**config.mk**
```make
export PLATFORM = sky130hd
export DESIGN_NAME = serdac_ctrl
export DESIGN_NICKNAME = d
export VERILOG_FILES = /design/src/rtl/serdac_pkg.sv /design/src/rtl/serdac_sync.sv /design/src/rtl/serdac_shifter.sv /design/src/rtl/serdac_exec.sv /design/src/rtl/serdac_ctrl.sv
export SDC_FILE = /design/constraint.sdc
export NUM_CORES = 1
export LEC_CHECK = 0
export ABC_AREA = 0
export ABC_CLOCK_PERIOD_IN_PS = 2000
export BUFFER_PORTS_ARGS = -buffer_cell sky130_fd_sc_hd__buf_2
export CORE_MARGIN = 2
export CORE_UTILIZATION = 37
export CTS_CLUSTER_DIAMETER = 100
export DETAILED_ROUTE_END_ITERATION = 8
export PLACE_DENSITY = 0.52
export SYNTH_ARGS = -nofsm -noshare
export SYNTH_HDL_FRONTEND = slang
export SYNTH_SLANG_ARGS = --single-unit
```
**constraint.sdc**
```tcl
create_clock -name clk_i -period 2 [get_ports clk_i]
set_input_delay 0.5 -clock clk_i [delete_from_list [all_inputs] [get_ports clk_i]]
set_output_delay 0.5 -clock clk_i [all_outputs]
set_load 0.02 [all_outputs]
```
**src/rtl/serdac_pkg.sv**
```systemverilog
package serdac_pkg;
  localparam int CODE_W  = 8;
  localparam int FRAME_W = 16;

  // Field order matters: shifted in MSB first.
  typedef struct packed {
    logic [2:0]        spare;
    logic              pd_req;
    logic              load_en;
    logic              rsv;
    logic              pat_hi;
    logic              pat_lo;
    logic [CODE_W-1:0] data;
  } cmd_word_t;
endpackage

```
**src/rtl/serdac_sync.sv**
```systemverilog
module serdac_sync #(
  parameter int           W       = 3,
  parameter int           STAGES  = 2,
  parameter logic [W-1:0] RST_VAL = '0
) (
  input  logic         clk_i,
  input  logic         rst_ni,
  input  logic [W-1:0] d_i,
  output logic [W-1:0] q_o
);
  logic [W-1:0] stg [STAGES];

  always_ff @(posedge clk_i or negedge rst_ni)
    if (!rst_ni) stg[0] <= RST_VAL;
    else         stg[0] <= d_i;

  for (genvar i = 1; i < STAGES; i++) begin : g_stage
    always_ff @(posedge clk_i or negedge rst_ni)
      if (!rst_ni) stg[i] <= RST_VAL;
      else         stg[i] <= stg[i-1];
  end

  assign q_o = stg[STAGES-1];
endmodule

```
**src/rtl/serdac_shifter.sv**
```systemverilog
module serdac_shifter #(
  parameter int FRAME_W = 16
) (
  input  logic               clk_i,
  input  logic               rst_ni,
  input  logic               sclk_s_i,
  input  logic               din_s_i,
  input  logic               cs_n_s_i,
  output logic               frame_vld_o,
  output logic [FRAME_W-1:0] frame_o
);
  localparam int CNT_W = $clog2(FRAME_W + 1);

  logic             sclk_q, cs_q;
  logic             sclk_rise, cs_rise, cs_fall, shift_en;
  logic [CNT_W-1:0] cnt;

  assign sclk_rise = sclk_s_i & ~sclk_q;
  assign cs_rise   = cs_n_s_i & ~cs_q;
  assign cs_fall   = ~cs_n_s_i & cs_q;
  assign shift_en  = sclk_rise & ~cs_n_s_i;

  always_ff @(posedge clk_i or negedge rst_ni)
    if (!rst_ni) begin
      sclk_q <= 1'b0;
      cs_q   <= 1'b1;
    end else begin
      sclk_q <= sclk_s_i;
      cs_q   <= cs_n_s_i;
    end

  always_ff @(posedge clk_i or negedge rst_ni)
    if (!rst_ni)       frame_o <= '0;
    else if (shift_en) frame_o <= {frame_o[FRAME_W-2:0], din_s_i};

  // Saturating bit count, restarted at frame start
  always_ff @(posedge clk_i or negedge rst_ni)
    if (!rst_ni)
      cnt <= '0;
    else if (cs_fall)
      cnt <= shift_en ? CNT_W'(1) : '0;
    else if (shift_en && cnt != CNT_W'(FRAME_W))
      cnt <= cnt + 1'b1;

  assign frame_vld_o = cs_rise && (cnt == CNT_W'(FRAME_W));

  AST_SHIFT_GATED: assert property (@(posedge clk_i) disable iff (!rst_ni)
    (sclk_rise && cs_n_s_i) |=> $stable(frame_o));
  AST_CNT_BOUND: assert property (@(posedge clk_i) disable iff (!rst_ni)
    cnt <= CNT_W'(FRAME_W));
  AST_COMMIT_ON_RISE: assert property (@(posedge clk_i) disable iff (!rst_ni)
    frame_vld_o |-> ($past(cs_n_s_i) == 1'b0));
endmodule

```
**src/rtl/serdac_exec.sv**
```systemverilog
module serdac_exec
  import serdac_pkg::*;
(
  input  logic              clk_i,
  input  logic              rst_ni,
  input  logic              frame_vld_i,
  input  cmd_word_t         cmd_i,
  output logic [CODE_W-1:0] code_o,
  output logic              pd_o,
  output logic              err_o
);
  logic cmd_ok;

  assign cmd_ok = !cmd_i.rsv && !cmd_i.pat_hi && cmd_i.pat_lo;

  always_ff @(posedge clk_i or negedge rst_ni)
    if (!rst_ni) begin
      code_o <= '0;
      pd_o   <= 1'b0;
      err_o  <= 1'b0;
    end else if (frame_vld_i) begin
      if (cmd_ok) begin
        if (cmd_i.load_en) code_o <= cmd_i.data;
        pd_o <= cmd_i.pd_req;
      end else begin
        err_o <= 1'b1;
      end
    end

  AST_CODE_HOLD: assert property (@(posedge clk_i) disable iff (!rst_ni)
    !frame_vld_i |=> ($stable(code_o) && $stable(pd_o)));
  AST_BAD_NO_EFFECT: assert property (@(posedge clk_i) disable iff (!rst_ni)
    (frame_vld_i && (cmd_i.rsv || cmd_i.pat_hi || !cmd_i.pat_lo))
      |=> ($stable(code_o) && $stable(pd_o) && err_o));
  AST_ERR_STICKY: assert property (@(posedge clk_i) disable iff (!rst_ni)
    err_o |=> err_o);
endmodule

```
**src/rtl/serdac_ctrl.sv**
```systemverilog
module serdac_ctrl
  import serdac_pkg::*;
#(
  parameter int SYNC_STAGES = 2
) (
  input  logic              clk_i,
  input  logic              rst_ni,
  input  logic              sclk_i,
  input  logic              din_i,
  input  logic              cs_ni,
  output logic [CODE_W-1:0] dac_code_o,
  output logic              shutdown_o,
  output logic [CODE_W-1:0] eff_code_o,
  output logic              cmd_err_o
);
  logic [2:0]         pins_s;
  logic               frame_vld;
  logic [FRAME_W-1:0] frame;
  cmd_word_t          cmd;

  // {sclk, din, cs_n}; cs_n resets high
  serdac_sync #(.W(3), .STAGES(SYNC_STAGES), .RST_VAL(3'b001)) u_sync (
    .clk_i  (clk_i),
    .rst_ni (rst_ni),
    .d_i    ({sclk_i, din_i, cs_ni}),
    .q_o    (pins_s)
  );

  serdac_shifter #(.FRAME_W(FRAME_W)) u_shift (
    .clk_i       (clk_i),
    .rst_ni      (rst_ni),
    .sclk_s_i    (pins_s[2]),
    .din_s_i     (pins_s[1]),
    .cs_n_s_i    (pins_s[0]),
    .frame_vld_o (frame_vld),
    .frame_o     (frame)
  );

  assign cmd = cmd_word_t'(frame);

  serdac_exec u_exec (
    .clk_i       (clk_i),
    .rst_ni      (rst_ni),
    .frame_vld_i (frame_vld),
    .cmd_i       (cmd),
    .code_o      (dac_code_o),
    .pd_o        (shutdown_o),
    .err_o       (cmd_err_o)
  );

  assign eff_code_o = shutdown_o ? '0 : dac_code_o;

  AST_PD_ZERO: assert property (@(posedge clk_i) disable iff (!rst_ni)
    $rose(shutdown_o) |-> (eff_code_o == '0));
  AST_WAKE_RESTORE: assert property (@(posedge clk_i) disable iff (!rst_ni)
    $fell(shutdown_o) |-> (eff_code_o == dac_code_o));
endmodule

```
==> flow_metrics.env, run 1 <==
export IMPL_status="completed"
export IMPL_yosys_warnings=0
export IMPL_cts_tree="built"
export IMPL_antenna_found_initial=0
export IMPL_clk_pin_slew_ps=70
export IMPL_tightest_slew_ps=440.9
export IMPL_clk_latency_ps=290
export IMPL_ys_top_cells_by_area="dfrtp_1, nand2_1, mux2_2, dfstp_2, nor2b_1"
export IMPL_synth_cell_types=25
export IMPL_worst_ep_required_time_ps=2180
export IMPL_htreeDepth=2
export IMPL_ys_seq_area_share_pct=62.60
export IMPL_cts_hold_buf=0
export IMPL_design_area_sq_mm=0.001732
export IMPL_fin_crit_ps=1803
export IMPL_start_util_pct=38.89
export IMPL_synth_edf_count=0
export IMPL_io_buffers=22
export IMPL_final_setup_tns_ps=0
export IMPL_hold_class="in -> async"
export IMPL_drtPass1Iterations=3
export IMPL_core_area_sq_mm=0.003716
export IMPL_drtIter0Drc=39
export IMPL_worst_setup_path_type="reg -> reg"
export IMPL_fmax_ghz=0.5546
export IMPL_syn_avg_cell_area_sq_um=11.12
export IMPL_finalSetupViolCount=0
export IMPL_synth_seq_cells=36
export IMPL_gp_congestion=0.7632
export IMPL_crit_fanout=8
export IMPL_cts_buffer_depth=2
export IMPL_dpl_hpwl_microns=1751
export IMPL_rsz0062_at_grt="false"
export IMPL_startpoint_type="flop"
export IMPL_grt_pass1_wl_microns=4264
export IMPL_cts_made_buffers=5
export IMPL_cts_setup_buffers=0
export IMPL_finalMaxSlewViolations=0
export IMPL_drc=0
export IMPL_relSlewSlack_pct=70.60
export IMPL_grt_max_degree=37
export IMPL_skew_ps=5.418
export IMPL_synth_top_area_share_pct=57.14
export IMPL_num_vias=973
export IMPL_clock_sinks=36
export IMPL_syn_cell_area_sq_mm=0.001445
export IMPL_ios=23
export IMPL_yosysTopAreaCell="dfrtp_1"
export IMPL_finalCritPeriodShare_pct=90.16
export IMPL_leakagePower_uw=0.0009218
export IMPL_powerDensity_mw_per_mm2=832.4
export IMPL_crit_arrival_ps=1980
export IMPL_finalPower_uw=1441
export IMPL_ant_nets=0
export IMPL_cts_resized=0
export IMPL_synth_main_ff_cell="dfrtp_1"
export IMPL_cap_violations=0
export IMPL_async_flop_share_pct=100.0
export IMPL_clockRootBuffer="clkbuf_8"
export IMPL_die_x_microns=66.50
export IMPL_area_growth_pct=19.83
export IMPL_hold_violations=0
export IMPL_dieArea_sq_mm=0.004422
export IMPL_final_nets=167
export IMPL_gr_total_overflow=0
export IMPL_placedInstanceArea_sq_mm=0.001635
export IMPL_post_drt_wl_per_cell_microns=12.17
export IMPL_die_h_microns=66.50
export IMPL_diodes=0
export IMPL_place_ws_ps=16.68
export IMPL_grt_usage_pct=13.51
export IMPL_first_global_vias=910
export IMPL_routed_wirelength_microns=2544
export IMPL_n_fill_cell=367
export IMPL_viasPerCell=4.656
export IMPL_irDropWorstVdd_uv=431.2
export IMPL_drive_gt1_share_pct=28.57
export IMPL_synth_nets=137
export IMPL_cp_end_kind="flop"
export IMPL_setup_slack_ps=196.9
export IMPL_num_rows=22
export IMPL_syn_inst=130
==> state kept, by name, indices dropped and copies added, names as in the netlist <==
name / count
u_exec.code_o: 8
u_exec.err_o: 1
u_exec.pd_o: 1
u_shift.cnt: 5
u_shift.cs_q: 1
u_shift.frame_o: 13
u_shift.sclk_q: 1
u_sync.q_o: 3
u_sync.stg: 3
==> worst max-delay path: stages, from the launching register on <==
cell and delay [ps]:
dfrtp_1 420, inv_1 70, ha_1 130, nor4bb_2 370, nand4_2 330, mux2_2 360
==> metal layers <==
metal,up-vias,global-route usage [%],routed length (microns)
met2,18,20.63,1134
li1,486,-,-
met3,6,5.574,114
met5,-,0,0
met4,0,6.888,58
met1,463,16.32,1237
==> cell type report <==
type                            count  area (sq um)  area share, %
Timing Repair Buffer               27         147.6          8.526
Multi-Input combinational cell     87         518.0          29.91
Clock buffer                        8         90.09          5.202
Sequential cell                    36         904.6          52.24
Tap cell                           48         60.06          3.468
Inverter                            3         11.26         0.6503
==> kinds of logic after synthesis <==
| group | synth area share, % |
|---|---|
| AO/OA/AOI/OAI | 4.329 |
| buffers and inverters | 1.992 |
| adder cells (fa/ha/maj) | 1.731 |
| AND/OR/NAND/NOR | 22.34 |
| flip-flops | 62.60 |
| multiplexers | 7.013 |
==> where the power goes <==
| group | switching [uW] | internal [uW] | total [uW] |
|---|---|---|---|
| Clock | 238 | 281 | 518 |
| Sequential | 44.0 | 785 | 829 |
| Combinational | 53.9 | 40.2 | 94.1 |
| Total | 336 | 1110 | 1440 |
==> placed cells by master (no fill, tap or decap), drive strengths merged, types with 2 or more instances in the layout <==
cell	count
or3	3
clkbuf	8
ha	2
o21ai	4
inv	3
nor3b	2
a21oi	4
nand2	42
nor2b	10
dfrtp	33
dfstp	3
buf	27
o211ai	2
mux2	9
==> synth_stat cells, types with 3 or more instances <==
master and instances:
or3_1 3, mux2_2 8, dfrtp_1 33, nand2_1 42, a21oi_1 4, dfstp_2 3
inv_1 3, nor2b_1 10
==> per-stage QoR <==
stage,std cells,utilization (%),hold slack (ps)
after floorplan,130,-,204.4
after global placement,201,44.01,332.3
after detailed placement,201,44.01,334.7
after CTS,209,46.43,251.6
after global routing,209,46.60,269.5
final,209,46.60,234.2
==> path summary, 6_finish.rpt <==
check | slack, ps | startpoint | cells past startpoint | to
worst max register to register | 200 | u_shift.cnt[0] | 5 | u_exec.code_o[1]
worst min-delay path | 230 | rst_ni | 2 | u_shift.cnt[0]
worst min register to register | 350 | u_sync.stg[4] | 0 | u_sync.q_o[1]
worst max-delay path | 200 | u_shift.cnt[0] | 5 | u_exec.code_o[1]
min in group clk_i | 320 | cs_ni | 1 | u_sync.stg[3]
max in group asynchronous | 1420 | rst_ni | 2 | u_sync.q_o[0]
Power figures use the tool's default switching activity.
==> run 2, diff against run 1 <==
Settings changed: SYNTH_HIERARCHICAL set to 1.
==> run 2 against run 1 <==
Design area rose by 3.5%; sequential cell count did not move; critical endpoint is now u_exec/code_o[2]; area after synthesis rose by 4.8%; largest cell class unchanged; sequential share of layout area fell by 1.8 points; sequential power rose by 7.1%; power rose by 7.4%; first-iteration DRC count fell by 33%; core utilization fell by 1.5 points; synthesized cell count fell by 19%; routed wire length fell by 1.7%; global-route usage fell by 0.92 points.
==> flow_metrics.env, run 2 <==
export IMPL_dpl_hpwl_microns=1675
export IMPL_cap_violations=0
export IMPL_hold_class="in -> async"
export IMPL_placedInstanceArea_sq_mm=0.001688
export IMPL_irDropWorstVdd_uv=448.0
export IMPL_tightest_slew_ps=446.2
export IMPL_relSlewSlack_pct=69.85
export IMPL_grt_pass1_wl_microns=4071
export IMPL_ios=23
export IMPL_ant_nets=0
export IMPL_clock_sinks=36
export IMPL_fmax_ghz=0.5466
export IMPL_syn_inst=105
export IMPL_diodes=0
export IMPL_worst_ep_required_time_ps=2170
export IMPL_htreeDepth=2
export IMPL_gp_congestion=0.7337
export IMPL_start_util_pct=38.12
export IMPL_layout_cells_most_common="dfrtp_1"
export IMPL_routed_wirelength_microns=2500
export IMPL_die_h_microns=67.97
export IMPL_design_area_sq_mm=0.001793
export IMPL_fin_crit_ps=1830
export IMPL_cts_hold_buf=0
export IMPL_cts_buffer_depth=2
export IMPL_gr_total_overflow=0
export IMPL_powerDensity_mw_per_mm2=863.2
export IMPL_antenna_found_initial=0
export IMPL_final_setup_tns_ps=0
export IMPL_cts_tree="built"
export IMPL_grt_usage_pct=12.58
export IMPL_crit_arrival_ps=2000
export IMPL_cts_made_buffers=5
export IMPL_drive_gt1_share_pct=45.19
export IMPL_hold_violations=0
export IMPL_synth_nets=112
export IMPL_syn_cell_area_sq_mm=0.001514
export IMPL_startpoint_type="flop"
export IMPL_io_buffers=22
export IMPL_viasPerCell=4.724
export IMPL_worst_setup_path_type="reg -> reg"
export IMPL_leakagePower_uw=0.0008882
export IMPL_syn_avg_cell_area_sq_um=14.42
export IMPL_rsz0062_at_grt="false"
export IMPL_cp_end_kind="flop"
export IMPL_area_growth_pct=18.43
export IMPL_die_x_microns=67.97
export IMPL_final_cell_mix="dfrtp_1, buf_2, mux2_2"
export IMPL_first_global_vias=833
export IMPL_post_drt_wl_per_cell_microns=13.51
export IMPL_finalSetupViolCount=0
export IMPL_final_nets=141
export IMPL_drtIter0Drc=26
export IMPL_yosys_warnings=6
export IMPL_crit_fanout=8
export IMPL_ff2ff_path_depth=7
export IMPL_clockRootBuffer="clkbuf_8"
export IMPL_clk_latency_ps=280
export IMPL_skew_ps=5.905
export IMPL_finalCritPeriodShare_pct=91.48
export IMPL_drtPass1Iterations=4
export IMPL_dieArea_sq_mm=0.004619
export IMPL_core_area_sq_mm=0.003971
export IMPL_grt_max_degree=37
export IMPL_clk_pin_slew_ps=70
export IMPL_status="completed"
export IMPL_num_vias=874
export IMPL_finalMaxSlewViolations=0
export IMPL_num_rows=23
export IMPL_drc=0
export IMPL_top_regs="u_shift/frame_o: 13 flops, u_exec/code_o: 8 flops, u_shift/cnt: 5 flops"
export IMPL_largest_register_ffs=13
export IMPL_top_register="u_shift/frame_o"
## run 2: critical path, stage by stage, from the launching register on
cell and delay, ps:
dfrtp_1 400, inv_1 100, ha_1 170, nand4bb_1 140
nor3b_2 230, and3_1 220, buf_12 150, mux2_4 300
## run 2: layout make-up
type | instances | area (sq um)
Clock inverter | 2 | 10.01
Multi-Input combinational cell | 60 | 558.0
Inverter | 4 | 15.01
Sequential cell | 36 | 904.6
Tap cell | 50 | 62.56
Clock buffer | 6 | 82.58
Timing Repair Buffer | 27 | 160.2
Fill cell | 359 | 2178
## run 2: through the flow
stage / hold slack (ps) / setup slack (ps) / util (%) / cells / total power [uW]
global route: 266.3 / 49.69 / 45.15 / 185 / 1640
global placement: 333.2 / 179.7 / 42.50 / 176 / 1035
detailed placement: 334.7 / 123.9 / 42.50 / 176 / 1041
finish: 238.6 / 170.4 / 45.15 / 185 / 1548
CTS: 254.2 / 98.74 / 44.83 / 184 / 1573
floorplan: 204.4 / 218.3 / - / 105 / 987.9
## run 2: per-layer routing
metal	GRT usage, %	up-vias	wire length, microns
met2	17.11	22	1114
met1	17.43	428	1226
met4	6.250	0	33
met5	0	-	0
met3	4.770	4	126
li1	-	420	-
## run 2: report_power, final
group / leakage (uW) / internal [uW] / total [uW] / switching, uW
clock: 0.0000510 / 275 / 526 / 251
combinational: 0.000370 / 82.5 / 134 / 51.9
sequential: 0.000467 / 821 / 888 / 66.7
total: 0.000888 / 1180 / 1550 / 370
## run 2: repair_timing
| action | 4_1_cts | 5_1_grt |
|---|---|---|
| setup buffers | 0 | 1 |
| resized for setup | 0 | 1 |
| setup endpoints to repair | 0 | 8 |
## run 2: path summary, 6_finish.rpt
path / from / to / slack, ps
worst max-delay path: u_shift/cnt[0] / u_exec/code_o[2] / 170
worst min-delay path: rst_ni / u_exec/err_o / 240
worst max register to register: u_shift/cnt[0] / u_exec/code_o[2] / 170
worst min register to register: u_sync/stg[5] / u_sync/q_o[2] / 350
max in group asynchronous: rst_ni / u_sync/stg[3] / 1410
min in group clk_i: cs_ni / u_sync/stg[3] / 310
==> run 3, diff against run 2 <==
Settings changed: CTS_BUF_LIST set to sky130_fd_sc_hd__clkbuf_8, SYNTH_HIERARCHICAL 1 to not set.
==> run 3 against run 2 <==
Global-route usage is 0.92 points higher; non-clock buffer count unchanged; sequential share of layout area rose by 1.8 points; clock power is 3% lower; critical endpoint is now u_exec.code_o[1]; die area decreased by 4.3%.
==> flow_metrics.env, run 3 (synthesis gave the netlist of run 1 again) <==
export IMPL_critical_path_max_stage_delay_ps=420
export IMPL_largest_register_ffs=13
export IMPL_finalSetupViolCount=0
export IMPL_num_vias=974
export IMPL_status="completed"
export IMPL_irDropWorstVdd_uv=431.6
export IMPL_final_cell_mix="nand2_1, dfrtp_1, buf_2"
export IMPL_cts_hold_buf=0
export IMPL_startpoint_type="flop"
export IMPL_finalCritPeriodShare_pct=90.15
export IMPL_relSlewSlack_pct=70.60
export IMPL_diodes=0
export IMPL_die_x_microns=66.50
export IMPL_num_rows=22
export IMPL_rsz0062_at_grt="false"
export IMPL_fin_crit_ps=1803
export IMPL_first_global_vias=910
export IMPL_grt_pass1_wl_microns=4264
export IMPL_final_setup_tns_ps=0
export IMPL_drtIter0Drc=39
export IMPL_finalPower_uw=1432
export IMPL_clockRootBuffer="clkbuf_8"
export IMPL_antenna_found_initial=0
export IMPL_crit_fanout=8
export IMPL_cp_end_kind="flop"
export IMPL_clock_sinks=36
export IMPL_utilization_pct=46.60
export IMPL_skew_ps=5.047
export IMPL_top_regs="u_shift.frame_o: 13 flops, u_exec.code_o: 8 flops, u_shift.cnt: 5 flops"
export IMPL_htreeDepth=2
export IMPL_top_register="u_shift.frame_o"
export IMPL_dieArea_sq_mm=0.004422
export IMPL_gr_total_overflow=0
export IMPL_routed_wirelength_microns=2545
export IMPL_powerDensity_mw_per_mm2=826.9
export IMPL_area_growth_pct=19.83
export IMPL_drc=0
export IMPL_grt_max_degree=37
export IMPL_io_buffers=22
export IMPL_dpl_hpwl_microns=1751
export IMPL_hold_violations=0
export IMPL_crit_family="simple AND/OR/NAND/NOR gates"
export IMPL_hold_class="in -> async"
export IMPL_finalMaxSlewViolations=0
export IMPL_worst_setup_path_type="reg -> reg"
export IMPL_final_nets=167
export IMPL_gp_congestion=0.7632
export IMPL_start_util_pct=38.89
export IMPL_drtPass1Iterations=3
export IMPL_tightest_slew_ps=440.9
export IMPL_n_fill_cell=367
export IMPL_clk_pin_slew_ps=70
export IMPL_drive_gt1_share_pct=28.57
export IMPL_worst_path_buf_inv=1
export IMPL_cap_violations=0
export IMPL_cts_resized=0
export IMPL_leakagePower_uw=0.0009301
export IMPL_core_area_sq_mm=0.003716
export IMPL_cts_buffer_depth=2
export IMPL_layout_cells_most_common="nand2_1"
export IMPL_ant_nets=0
export IMPL_crit_arrival_ps=1980
export IMPL_path_cells="inv_1, ha_1, nor4bb_2, nand4_2, mux2_2"
export IMPL_cts_made_buffers=5
export IMPL_setup_slack_ps=196.9
export IMPL_die_h_microns=66.50
export IMPL_viasPerCell=4.660
export IMPL_post_drt_wl_per_cell_microns=12.18
export IMPL_worst_ep_required_time_ps=2180
export IMPL_fmax_ghz=0.5546
export IMPL_whs_ps=234.1
export IMPL_cts_tree="built"
export IMPL_cts_setup_buffers=0
export IMPL_clk_latency_ps=290
export IMPL_place_ws_ps=16.68
export IMPL_crit_path_top_delay_cell="dfrtp_1"
export IMPL_grt_usage_pct=13.51
export IMPL_ios=23
## run 3: cell types whose count changed in the layout (fill, tap and decap cells not counted), sizes merged, moves of 2 or more
cell    change
clkinv      -2
mux2       -13
nand2      +39
nor2b       +2
o211ai      +2
## run 3: path summary, 6_finish.rpt
path,cells past startpoint,slack [ps],start,endpoint
hold / removal,2,230,rst_ni,u_shift.cnt[0]
hold reg to reg,0,350,u_sync.stg[4],u_sync.q_o[1]
min in group clk_i,1,310,cs_ni,u_sync.stg[3]
max in group asynchronous,2,1420,rst_ni,u_sync.q_o[0]
setup reg to reg,5,200,u_shift.cnt[0],u_exec.code_o[1]
setup / recovery,5,200,u_shift.cnt[0],u_exec.code_o[1]
## run 3: power by group
part / leakage [uW] / internal [uW] / switching (uW) / total [uW]
Combinational: 0.000403 / 40.2 / 53.9 / 94.1
Clock: 0.0000538 / 270 / 239 / 509
Sequential: 0.000474 / 785 / 44.0 / 829
## run 3: cell type report
cell class	count	area [sq um]	area share (%)
multi-input cells	87	518.0	29.91
inverters	3	11.26	0.6503
clock buffers	6	82.58	4.769
well taps	48	60.06	3.468
flip-flops and latches	36	904.6	52.24
repair buffers	27	147.6	8.526
clock inverters	2	7.507	0.4335
## run 3: worst register-to-register path, stage by stage (launching register included)
cell,delay [ps]
dfrtp_1,420
inv_1,70
ha_1,130
nor4bb_2,370
nand4_2,330
mux2_2,360
## run 3: per-layer routing
metal  track usage, %  vias up  wire (microns)
met3            5.574        6             114
met1            16.32      464            1235
met2            20.63       18            1137
met4            6.888        0              58
li1                 -      486               -
met5                0        -               0
## run 3: metrics by stage
step	instances	instance area, sq um
CTS	209	1725
finish	209	1732
global placement	201	1635
global route	209	1732
floorplan	130	1445
detailed placement	201	1635
